$ cat config.mk
export PLATFORM = sky130hd
export DESIGN_NAME = dual_ctx_intc
export DESIGN_NICKNAME = d
export VERILOG_FILES = /design/src/rtl/intc_pkg.sv /design/src/rtl/intc_regs.sv /design/src/rtl/intc_capture.sv /design/src/rtl/intc_prio.sv /design/src/rtl/dual_ctx_intc.sv
export SDC_FILE = /design/constraint.sdc
export NUM_CORES = 1
export LEC_CHECK = 0
export ABC_CLOCK_PERIOD_IN_PS = 2600
export BUFFER_PORTS_ARGS = -buffer_cell sky130_fd_sc_hd__buf_2
export CAP_MARGIN = 20
export CORE_MARGIN = 8
export CORE_UTILIZATION = 55
export DETAILED_ROUTE_END_ITERATION = 8
export GPL_TIMING_DRIVEN = 0
export PLACE_DENSITY = 0.8
export SLEW_MARGIN = 20
export SYNTH_ARGS = -nofsm -noshare
export SYNTH_HDL_FRONTEND = slang
export SYNTH_SLANG_ARGS = --single-unit
$ cat constraint.sdc
create_clock -name clk -period 2.6 [get_ports clk]
set_clock_uncertainty 0.05 [all_clocks]
set_input_delay 0.13 -clock clk [delete_from_list [all_inputs] [get_ports clk]]
set_output_delay 0.13 -clock clk [all_outputs]
set_load 0.05 [all_outputs]
$ cat src/rtl/intc_pkg.sv
package intc_pkg;
  typedef enum logic [1:0] {
    RA_MASK0 = 2'd0,
    RA_MASK1 = 2'd1,
    RA_STAT  = 2'd2,
    RA_XCFG  = 2'd3
  } reg_addr_e;

  localparam int XSRC_LO  = 4;   // first external source with polarity/mode
  localparam int XCNT     = 3;   // number of configurable external sources
  localparam int XMODE_LO = 12;  // first trigger-mode bit in the config word
  localparam int NCTX     = 2;
endpackage

$ cat src/rtl/intc_regs.sv
module intc_regs
  import intc_pkg::*;
#(
  parameter int N_SRC = 32
) (
  input  logic             clk,
  input  logic             rst,
  input  logic             bus_en,
  input  logic             bus_we,
  input  logic [1:0]       bus_addr,
  input  logic [N_SRC-1:0] bus_wdata,
  input  logic [N_SRC-1:0] stat_q,
  output logic [N_SRC-1:0] mask0_q,
  output logic [N_SRC-1:0] mask1_q,
  output logic [N_SRC-1:0] xcfg_q,
  output logic [N_SRC-1:0] clr_vec,
  output logic [N_SRC-1:0] bus_rdata
);
  localparam logic [N_SRC-1:0] POL_BITS  = N_SRC'(((1 << XCNT) - 1) << XSRC_LO);
  localparam logic [N_SRC-1:0] MODE_BITS = N_SRC'(((1 << XCNT) - 1) << XMODE_LO);
  localparam logic [N_SRC-1:0] XCFG_KEEP = POL_BITS | MODE_BITS;

  reg_addr_e ra;
  logic      wr, rd;

  assign ra      = reg_addr_e'(bus_addr);
  assign wr      = bus_en && bus_we;
  assign rd      = bus_en && !bus_we;
  assign clr_vec = (wr && ra == RA_STAT) ? bus_wdata : '0;

  always_ff @(posedge clk) begin
    if (rst) begin
      mask0_q   <= '0;
      mask1_q   <= '0;
      xcfg_q    <= '0;
      bus_rdata <= '0;
    end else begin
      if (wr) begin
        case (ra)
          RA_MASK0: mask0_q <= bus_wdata;
          RA_MASK1: mask1_q <= bus_wdata;
          RA_XCFG:  xcfg_q  <= bus_wdata & XCFG_KEEP;
          default:  ;
        endcase
      end
      if (rd) begin
        case (ra)
          RA_MASK0: bus_rdata <= mask0_q;
          RA_MASK1: bus_rdata <= mask1_q;
          RA_STAT:  bus_rdata <= stat_q;
          default:  bus_rdata <= xcfg_q;
        endcase
      end
    end
  end

  // masks come out of reset disabled
  p_mask_clear_r1: assert property (@(posedge clk)
    rst |=> (mask0_q == '0 && mask1_q == '0 && xcfg_q == '0));

  // a read of word 0 returns the mask seen when it was presented
  p_rd_latency_r11: assert property (@(posedge clk) disable iff (rst)
    (!rst && rd && ra == RA_MASK0) |=> (bus_rdata == $past(mask0_q)));

  // unused configuration bits never hold a one
  p_xcfg_unused_r7: assert property (@(posedge clk) disable iff (rst)
    (xcfg_q & ~XCFG_KEEP) == '0);
endmodule

$ cat src/rtl/intc_capture.sv
module intc_capture
  import intc_pkg::*;
#(
  parameter int               N_SRC       = 32,
  parameter logic [N_SRC-1:0] EDGE_FIX    = 32'h0005_C000,
  parameter bit               LOW_EDGE_EN = 1'b1
) (
  input  logic             clk,
  input  logic             rst,
  input  logic [N_SRC-1:0] irq_in,
  input  logic [N_SRC-1:0] xcfg_q,
  input  logic [N_SRC-1:0] clr_vec,
  output logic [N_SRC-1:0] stat_q
);
  localparam logic [N_SRC-1:0] LOW_EDGES = LOW_EDGE_EN ? N_SRC'(4'hF) : '0;
  localparam logic [N_SRC-1:0] BASE_EDGE = EDGE_FIX | LOW_EDGES;

  logic [N_SRC-1:0] act, edge_m, prev_q, evt, stat_d;

  always_comb begin
    act    = irq_in;
    edge_m = BASE_EDGE;
    for (int k = 0; k < XCNT; k++) begin
      if (!xcfg_q[XSRC_LO+k]) act[XSRC_LO+k] = ~irq_in[XSRC_LO+k];
      edge_m[XSRC_LO+k] = xcfg_q[XMODE_LO+k];
    end
    evt    = act & ~prev_q & edge_m;
    stat_d = (edge_m & ((stat_q & ~clr_vec) | evt)) | (~edge_m & act);
  end

  always_ff @(posedge clk) begin
    if (rst) begin
      prev_q <= '0;
      stat_q <= '0;
    end else begin
      prev_q <= act;
      stat_q <= stat_d;
    end
  end

  // a set fixed-edge bit that is not cleared stays set
  p_edge_hold_r3: assert property (@(posedge clk) disable iff (rst)
    !rst |=> ((stat_q & $past(stat_q & ~clr_vec & EDGE_FIX))
              == $past(stat_q & ~clr_vec & EDGE_FIX)));

  // a fresh edge on a fixed-edge source always lands in status
  p_event_wins_r5: assert property (@(posedge clk) disable iff (rst)
    !rst |=> ((stat_q & $past(act & ~prev_q & EDGE_FIX))
              == $past(act & ~prev_q & EDGE_FIX)));

  // level sources follow the conditioned input
  p_level_mirror_r2: assert property (@(posedge clk) disable iff (rst)
    !rst |=> ((stat_q & $past(~edge_m)) == $past(act & ~edge_m)));
endmodule

$ cat src/rtl/intc_prio.sv
module intc_prio #(
  parameter int N_SRC    = 32,
  parameter int VEC_W    = 5,
  parameter int TMR0_BIT = 21,
  parameter int TMR1_BIT = 22,
  parameter int CASC_BIT = 27
) (
  input  logic             clk,
  input  logic             rst,
  input  logic [N_SRC-1:0] stat_q,
  input  logic [N_SRC-1:0] mask_q,
  output logic             irq_q,
  output logic [VEC_W-1:0] vec_q
);
  logic [N_SRC-1:0] pend;
  logic [VEC_W-1:0] low, sel;

  always_comb begin
    pend = stat_q & mask_q;
    low  = '0;
    for (int i = N_SRC - 1; i >= 0; i--) begin
      if (pend[i]) low = VEC_W'(i);
    end
    if (pend[TMR0_BIT])      sel = VEC_W'(TMR0_BIT);
    else if (pend[TMR1_BIT]) sel = VEC_W'(TMR1_BIT);
    else if (pend[CASC_BIT]) sel = VEC_W'(CASC_BIT);
    else                     sel = low;
  end

  always_ff @(posedge clk) begin
    if (rst) begin
      irq_q <= 1'b0;
      vec_q <= '0;
    end else begin
      irq_q <= |pend;
      vec_q <= (|pend) ? sel : '0;
    end
  end

  // interrupt line follows the masked status one clock later
  p_irq_follow_r8: assert property (@(posedge clk) disable iff (rst)
    !rst |=> (irq_q == (|$past(stat_q & mask_q))));

  // the context-0 timer always wins
  p_tmr0_first_r9: assert property (@(posedge clk) disable iff (rst)
    (!rst && pend[TMR0_BIT]) |=> (vec_q == VEC_W'(TMR0_BIT)));

  // a reported source was really pending
  p_vec_live_r9: assert property (@(posedge clk) disable iff (rst)
    (!rst && (|pend)) |=> ((($past(pend) >> vec_q) & N_SRC'(1)) != '0));

  // idle context reports source 0
  p_vec_idle_r10: assert property (@(posedge clk) disable iff (rst)
    !irq_q |-> (vec_q == '0));
endmodule

$ cat src/rtl/dual_ctx_intc.sv
module dual_ctx_intc
  import intc_pkg::*;
#(
  parameter int               N_SRC       = 32,
  parameter int               TMR0_BIT    = 21,
  parameter int               TMR1_BIT    = 22,
  parameter int               CASC_BIT    = 27,
  parameter logic [N_SRC-1:0] EDGE_FIX    = 32'h0005_C000,
  parameter bit               LOW_EDGE_EN = 1'b1,
  parameter int               VEC_W       = $clog2(N_SRC)
) (
  input  logic             clk,
  input  logic             rst,
  input  logic             bus_en,
  input  logic             bus_we,
  input  logic [1:0]       bus_addr,
  input  logic [N_SRC-1:0] bus_wdata,
  output logic [N_SRC-1:0] bus_rdata,
  input  logic [N_SRC-1:0] irq_in,
  output logic             ctx0_irq,
  output logic [VEC_W-1:0] ctx0_vec,
  output logic             ctx1_irq,
  output logic [VEC_W-1:0] ctx1_vec
);
  logic [N_SRC-1:0] stat_q, xcfg_q, clr_vec;
  logic [N_SRC-1:0] mask_a [NCTX];
  logic             irq_a  [NCTX];
  logic [VEC_W-1:0] vec_a  [NCTX];

  intc_regs #(.N_SRC(N_SRC)) u_regs (
    .clk      (clk),
    .rst      (rst),
    .bus_en   (bus_en),
    .bus_we   (bus_we),
    .bus_addr (bus_addr),
    .bus_wdata(bus_wdata),
    .stat_q   (stat_q),
    .mask0_q  (mask_a[0]),
    .mask1_q  (mask_a[1]),
    .xcfg_q   (xcfg_q),
    .clr_vec  (clr_vec),
    .bus_rdata(bus_rdata)
  );

  intc_capture #(
    .N_SRC      (N_SRC),
    .EDGE_FIX   (EDGE_FIX),
    .LOW_EDGE_EN(LOW_EDGE_EN)
  ) u_cap (
    .clk    (clk),
    .rst    (rst),
    .irq_in (irq_in),
    .xcfg_q (xcfg_q),
    .clr_vec(clr_vec),
    .stat_q (stat_q)
  );

  for (genvar c = 0; c < NCTX; c++) begin : g_ctx
    intc_prio #(
      .N_SRC   (N_SRC),
      .VEC_W   (VEC_W),
      .TMR0_BIT(TMR0_BIT),
      .TMR1_BIT(TMR1_BIT),
      .CASC_BIT(CASC_BIT)
    ) u_prio (
      .clk   (clk),
      .rst   (rst),
      .stat_q(stat_q),
      .mask_q(mask_a[c]),
      .irq_q (irq_a[c]),
      .vec_q (vec_a[c])
    );
  end

  assign ctx0_irq = irq_a[0];
  assign ctx0_vec = vec_a[0];
  assign ctx1_irq = irq_a[1];
  assign ctx1_vec = vec_a[1];
endmodule

==> results.md, run 1 <==
* Routability cong. at 1.02
* GRT Resource Usage Total at roughly 28%
* Clk sinks at 157
* Min-Delay Startpoint: bus_addr[0]
* Setup TNS at 0 ns
* Post-Syn Area per Cell at between 8 and 9 um2
* Clock transition at path regs at roughly 0.07 ns
* Max-Cap Viols at 0
* EDFF count, synth at 0
* Worst EP arrival at 2.17 ns
* Total number of vias at 7,130
* CORE AREA at around 13,000 um2
* Cts bufs inserted at 17
* Period utilization at 73.3%
* Wire per inst at about 19 um
* # port buffers at 110
* Row Count at 41
* Area of the multi-input gates at 3580 um2
* Layout Area Growth over Synthesis at 29.1%
* Leak pwr at between 3 and 4 nW
* Initial DRC count at between 800 and 900
* Reg2Reg Setup Slack at between 0.6 and 0.7 ns
* Seq/Total Area, Yosys at 45.1%
* Post-Synthesis Cells at between 800 and 900
* Req. time, crit path at 2.87 ns
* Most frequent cells in the layout: nand2_1, dfxtp_1, buf_2, a21oi_1, nor2_1
* Peak VDD IR at approximately 540 uV
* Placed inst area at just under 8000 um2
* Fill count at roughly 960
* Status: finished, final reports clean
* Die area at 16,500 um2
* Fraction of synthesis flops using an asynchronous set or reset pin at 0%
* Die width at approximately 130 um
* Critical path launch point type: register
* Mux contribution to synthesized area at between 6 and 7%
* XOR/XNOR Fraction of Synth Area at 0.377%
* Largest net degree at the start of global routing at 17
* Depth of the CTS H-tree at 4
* Routed Antenna Nets at 0
* Post-synth top area cell: dfxtp_1
* Global-route wire length before repair at ~36,000 um
* Synth Area in Compound Gates at approximately 20%
* Final Hold Slack at 0.158 ns
* Post-CTS sizing at 0
* Setup violators final at 0
* CP max FO at 6
* Clk_lat worst skew at around 0.44 ns
* RSZ-0062 raised after global routing: false
* Die Span Y at about 130 um
* CTS tree: yes
* Max Slew Vio Count at 0
* DR vias/cell at just under 6
* Synth area leaders: dfxtp_1, nand2_1, a21oi_1
* Yosys cell types at 59
* Flops & latches, synth at 157
* FF/Latch Area at roughly 3100 um2
* Ports at ~110
* Final net count at 1,102
* Total global routing overflow at 0
* Synth Area in Adders at 0%
* CP Class: register to register
* Pwr Density at 656 nW/um2
* Reg2reg start: u_cap.stat_q[14]
* Layout cell share with drive strength beyond 1 at 17.5%
* Crit end category: register
* Area of the mapped netlist at 6980 um2
* Synth warnings at 0
* Starting Density at approximately 56%
* Synth Flop Type: dfxtp_1
* Max frequency at around 520 MHz
* Residual DRC count at 0
* Max_slew headroom at 54.1%
* Design Area, Final at between 9000 and 10,000 um2
* Vias in the first global route at approximately 6,900
* Worst Hold Class: input pin to register
* DP HPWL at 15,600 um
* First-pass detailed-route iteration total at 5
* Mapped Nets at 909
* Synth top area share at between 40% and 50%
* Routed wire length at around 23,000 um
* Worst-Margin Slew at 0.689 ns
* Commonest non-fill, non-tap cell in the layout: nand2_1
* Final hold vios at 0
* Clk buf depth at 2
* Initial antenna violation count at 0
* Largest family of logic cells by synthesized area: simple AND/OR/NAND/NOR gates
* CP Launch Point: u_cap.stat_q[14]
* Synth Area in Simple Gates at approximately a quarter
* Fin crit period at around 1.9 ns
* CTS root buf: clkbuf_16
-- flip-flops by register name, indices dropped and copies added, names as in the netlist --
register	cells
g_ctx.u_prio.irq_q	2
u_cap.prev_q	32
u_regs.bus_rdata	32
g_ctx.u_prio.vec_q	10
u_regs.mask1_q	32
u_cap.stat_q	11
u_regs.mask0_q	32
u_regs.xcfg_q	6
-- cells by family (layout without fill, tap and decap cells) --
group           count (synthesis)  count (layout)
other cells                     0               1
buf+inv                        54             260
mux                            38              38
compound gates                209             209
flops                         157             157
simple gates                  378             378
xor+xnor                        3               3
-- timing repair --
action	4_1_cts	5_1_grt
hold buffers	64	0
setup buffers	0	0
endpoints found under the hold margin	108	0
-- through the flow --
| stage | total power [mW] | setup slack [ns] | utilization, % | cells |
|---|---|---|---|---|
| floorplan | 3.03 | 1.09 | - | 839 |
| global placement | 3.23 | 0.842 | 61.8 | 1121 |
| detailed placement | 3.24 | 0.825 | 61.8 | 1121 |
| CTS | 5.89 | 0.800 | 71.9 | 1217 |
| global route | 6.07 | 0.659 | 71.9 | 1217 |
| finish | 5.90 | 0.694 | 72.0 | 1218 |
-- power breakdown --
group          switching, mW  internal, mW  total, mW
combinational          0.423         0.270      0.693
clock                   1.06          1.55       2.61
sequential            0.0955          2.50       2.60
-- Yosys cell counts (all sizes together) (2+ instances only) --
cell type	number
a211oi	32
a21boi	3
a21o	3
a21oi	88
a221oi	2
a222oi	4
a22o	8
a22oi	24
a311o	2
a311oi	2
a31o	2
a31oi	6
a32o	3
a32oi	5
and2	7
buf	23
clkbuf	28
dfxtp	157
inv	3
mux2i	32
mux4	6
nand2	200
nand2b	2
nand3	7
nand4	7
nor2	75
nor2b	43
nor3	30
nor3b	2
o2111a	3
o2111ai	4
o211ai	2
o21ai	8
o21ba	2
xor2	3
-- metal layers --
metal / vias up / share of wire [%] / track usage [%]
met4: 0 / 3.7 / 12.7
met1: 3300 / 39 / 33.6
met2: 410 / 47 / 44.4
met5: - / 0 / 0
li1: 3342 / - / -
met3: 78 / 10 / 8.27
-- critical path, stage by stage, from the launching register on --
cell      delay [ns]
dfxtp_1         0.38
a22oi_1         0.54
and4_1          0.34
nand4_2         0.16
o21bai_4        0.22
a211oi_2        0.08
-- cell type report --
| cell class | count | share of cell area, % |
|---|---|---|
| Antenna cell | 1 | 0.0278 |
| Buffer | 51 | 2.68 |
| Clock buffer | 18 | 4.88 |
| Clock inverter | 14 | 2.04 |
| Inverter | 3 | 0.125 |
| Multi-Input combinational cell | 628 | 39.7 |
| Sequential cell | 157 | 34.9 |
| Tap cell | 172 | 2.39 |
| Timing Repair Buffer | 174 | 13.2 |
-- path summary, 6_finish.rpt --
| check | end | cells past startpoint |
|---|---|---|
| worst max-delay path | g_ctx[0].u_prio.vec_q[3] | 5 |
| worst min register to register | u_regs.bus_rdata[13] | 2 |
| worst min-delay path | u_regs.mask0_q[1] | 4 |
| worst max register to register | g_ctx[0].u_prio.vec_q[3] | 5 |
Note: power is estimated with default switching activity, not from simulation.
==> run 2: changes to the inputs <==
ABC_CLOCK_PERIOD_IN_PS = 1550   (was 2600)
CORE_UTILIZATION = 51   (was 55)
PLACE_DENSITY = 0.78   (was 0.8)
clock period = 1.55 ns   (was 2.6 ns; I/O delays follow)
==> run 2 against run 1 <==
Compared with the run above: the run now ends with negative setup slack left; first-iteration DRC count rose by 9.5%; final area rose by 2.5%; largest cell class unchanged; critical endpoint is now g_ctx[1].u_prio.vec_q[3]; non-clock buffer count increased by 12; critical path depth stayed put; final cell count is 1.2% higher; flip-flop and latch count stayed put; largest power group is now sequential cells; routed wire length up 2.7%; via count increased by 2.1%.
==> results.md, run 2 (synthesis results as in run 1) <==
* Routed wire length at 23,500 um (+2.7%)
* Routed Antenna Nets at 0 (unchanged)
* Clk buf depth at 2 (unchanged)
* Total global routing overflow at 0 (unchanged)
* DP HPWL at 15,900 um (+2.0%)
* Area of the multi-input gates at 3730 um2 (+4.3%)
* Clk_lat worst skew at 0.43 ns (about the same)
* CP max FO at 4 (-2)
* Max incr delay on CP at 0.50 ns (-0.04 ns)
* Total chip power at 9.66 mW (+64%)
* Initial DRC count at 886 (+9.5%)
* Largest net degree at the start of global routing at 17 (unchanged)
* Most frequent cells in the layout: nand2_1, dfxtp_1, buf_2, a21oi_1, nor2_1
* Max frequency at 542 MHz (+3.4%)
* DR vias/cell at 5.91 (+0.89%)
* Crit end category: register
* Diode count at 0 (-1)
* Setup TNS at -2.06 ns (-2.06 ns)
* Clock transition at path regs at 0.07 ns (about the same)
* Final net count at 1,114 (+1.1%)
* Peak VDD IR at 864 uV (+61%)
* Status: finished with violations
* Failing checks: negative setup slack
* Depth of the CTS H-tree at 4 (unchanged)
* Global-route wire length before repair at 36,600 um (+3.1%)
* Critical-path cell list: a222oi_1 > nand3_1 > nor2b_4 > o21ba_1 > o2111a_1
* Fin crit period at 1.84 ns (-0.0621 ns)
* GRT Resource Usage Total at 26.1% (-1.6 points)
* Vias in the first global route at 6,990 (+1.8%)
* Ports at 114 (unchanged)
* Max Slew Vio Count at 0 (unchanged)
* Layout Area Growth over Synthesis at 32.4%
* Fill count at 1,024 (+6.6%)
* Critical path launch point type: register
* FF/Latch Area at 3160 um2 (+0.60%)
* Max_slew headroom at 55.6% (+1.6 points)
* Initial antenna violation count at 0 (unchanged)
* Wire per inst at 19.0 um (+1.4%)
* Layout cell share with drive strength beyond 1 at 22.1% (+4.6 points)
* Setup violators final at 12 (+12)
* Period utilization at 119% (+46 points)
* Final hold vios at 0 (unchanged)
* CORE AREA at 13,300 um2 (+6.2%)
* Commonest non-fill, non-tap cell in the layout: nand2_1
* Row Count at 42 (+2.4%)
* Total number of vias at 7,282 (+2.1%)
* Residual DRC count at 0 (unchanged)
* Dpl ws at -0.257 ns (-1.08 ns)
* Worst-Margin Slew at 0.661 ns (-0.0284 ns)
* Die width at 133 um (+3.4%)
* Pwr Density at 1050 nW/um2 (+60%)
* # port buffers at 110 (unchanged)
* Die Span Y at 133 um (+3.4%)
* Worst EP arrival at 2.09 ns (-0.08 ns)
* Worst Hold Class: input pin to register
* Max-Cap Viols at 0 (unchanged)
* First-pass detailed-route iteration total at 9 (+4)
* Leak pwr at 3.75 nW (+2.1%)
* Routability cong. at 0.963 (-5.2%)
* CTS root buf: clkbuf_16
* Fin util at 69.4% (-2.5 points)
* Setup WS post-layout at -0.294 ns (-0.988 ns)
* RSZ-0062 raised after global routing: true
* Die area at 17,700 um2 (+6.9%)
* Starting Density at 52.5% (-3.3 points)
* Slowest stage cell, crit path: a222oi_1
* Clk sinks at 157 (unchanged)
* Cts bufs inserted at 17 (unchanged)
* Req. time, crit path at 1.80 ns (-1.07 ns)
* CTS tree: yes
* CP Class: register to register
[run 2: cell count changes in the layout (fill, tap and decap cells not counted), sizes merged]
cell	previous run	this run
clkinvlp	4	5
clkbuf	46	47
bufinv	3	1
clkinv	3	1
diode	1	0
inv	7	9
buf	133	145
[run 2: worst max-delay path: cells and delay by family, from the launching register on]
| family | cells | cell delay, ns |
|---|---|---|
| AO/OA/AOI/OAI | 3 | 0.94 |
| AND/OR/NAND/NOR | 2 | 0.39 |
| flip-flops | 1 | 0.34 |
[run 2: worst paths after layout]
kind | from | to | slack (ns) | cells after the start
worst min register to register | u_regs.bus_rdata[6] | u_regs.bus_rdata[6] | 0.41 | 2
worst min-delay path | rst | g_ctx[1].u_prio.irq_q | 0.10 | 2
worst max register to register | u_regs.mask1_q[24] | g_ctx[1].u_prio.vec_q[3] | -0.29 | 5
worst max-delay path | u_regs.mask1_q[24] | g_ctx[1].u_prio.vec_q[3] | -0.29 | 5
[run 2: repair_timing]
action | in CTS | in global routing
endpoints found under the hold margin | 113 | 0
resized for setup | 36 | 10
setup endpoints to repair | 12 | 12
pin swaps | 18 | 13
hold buffers | 64 | 0
buffers inserted | 5 | 8
[run 2: metal layers]
layer  wire, um  up-vias  GRT usage (%)
met5          0        -              0
met4        560        0           10.7
met3       2480       50           7.12
met2      11000      422           41.9
met1       9450     3446           32.3
li1           -     3364              -
[run 2: power breakdown]
| group | internal, mW | total, mW | switching [mW] |
|---|---|---|---|
| combinational | 0.477 | 1.20 | 0.725 |
| sequential | 4.20 | 4.37 | 0.174 |
| clock | 2.33 | 4.09 | 1.77 |
| total | 7.00 | 9.66 | 2.67 |
[run 2: per-stage QoR]
stage / cell area, um2 / std cells / hold slack, ns
final: 9230 / 1233 / 0.103
after global routing: 9230 / 1233 / 0.123
after CTS: 9140 / 1225 / 0.0719
after detailed placement: 7750 / 1125 / 0.241
after global placement: 7750 / 1125 / 0.234
after floorplan: 6980 / 839 / 0.156
[run 2: cell type report]
type	count	share of cell area, %
Sequential cell	157	34.2
Multi-Input combinational cell	628	40.5
Clock buffer	19	4.91
Inverter	3	0.122
Clock inverter	13	1.40
Tap cell	176	2.39
Buffer	50	2.49
Timing Repair Buffer	187	14.0
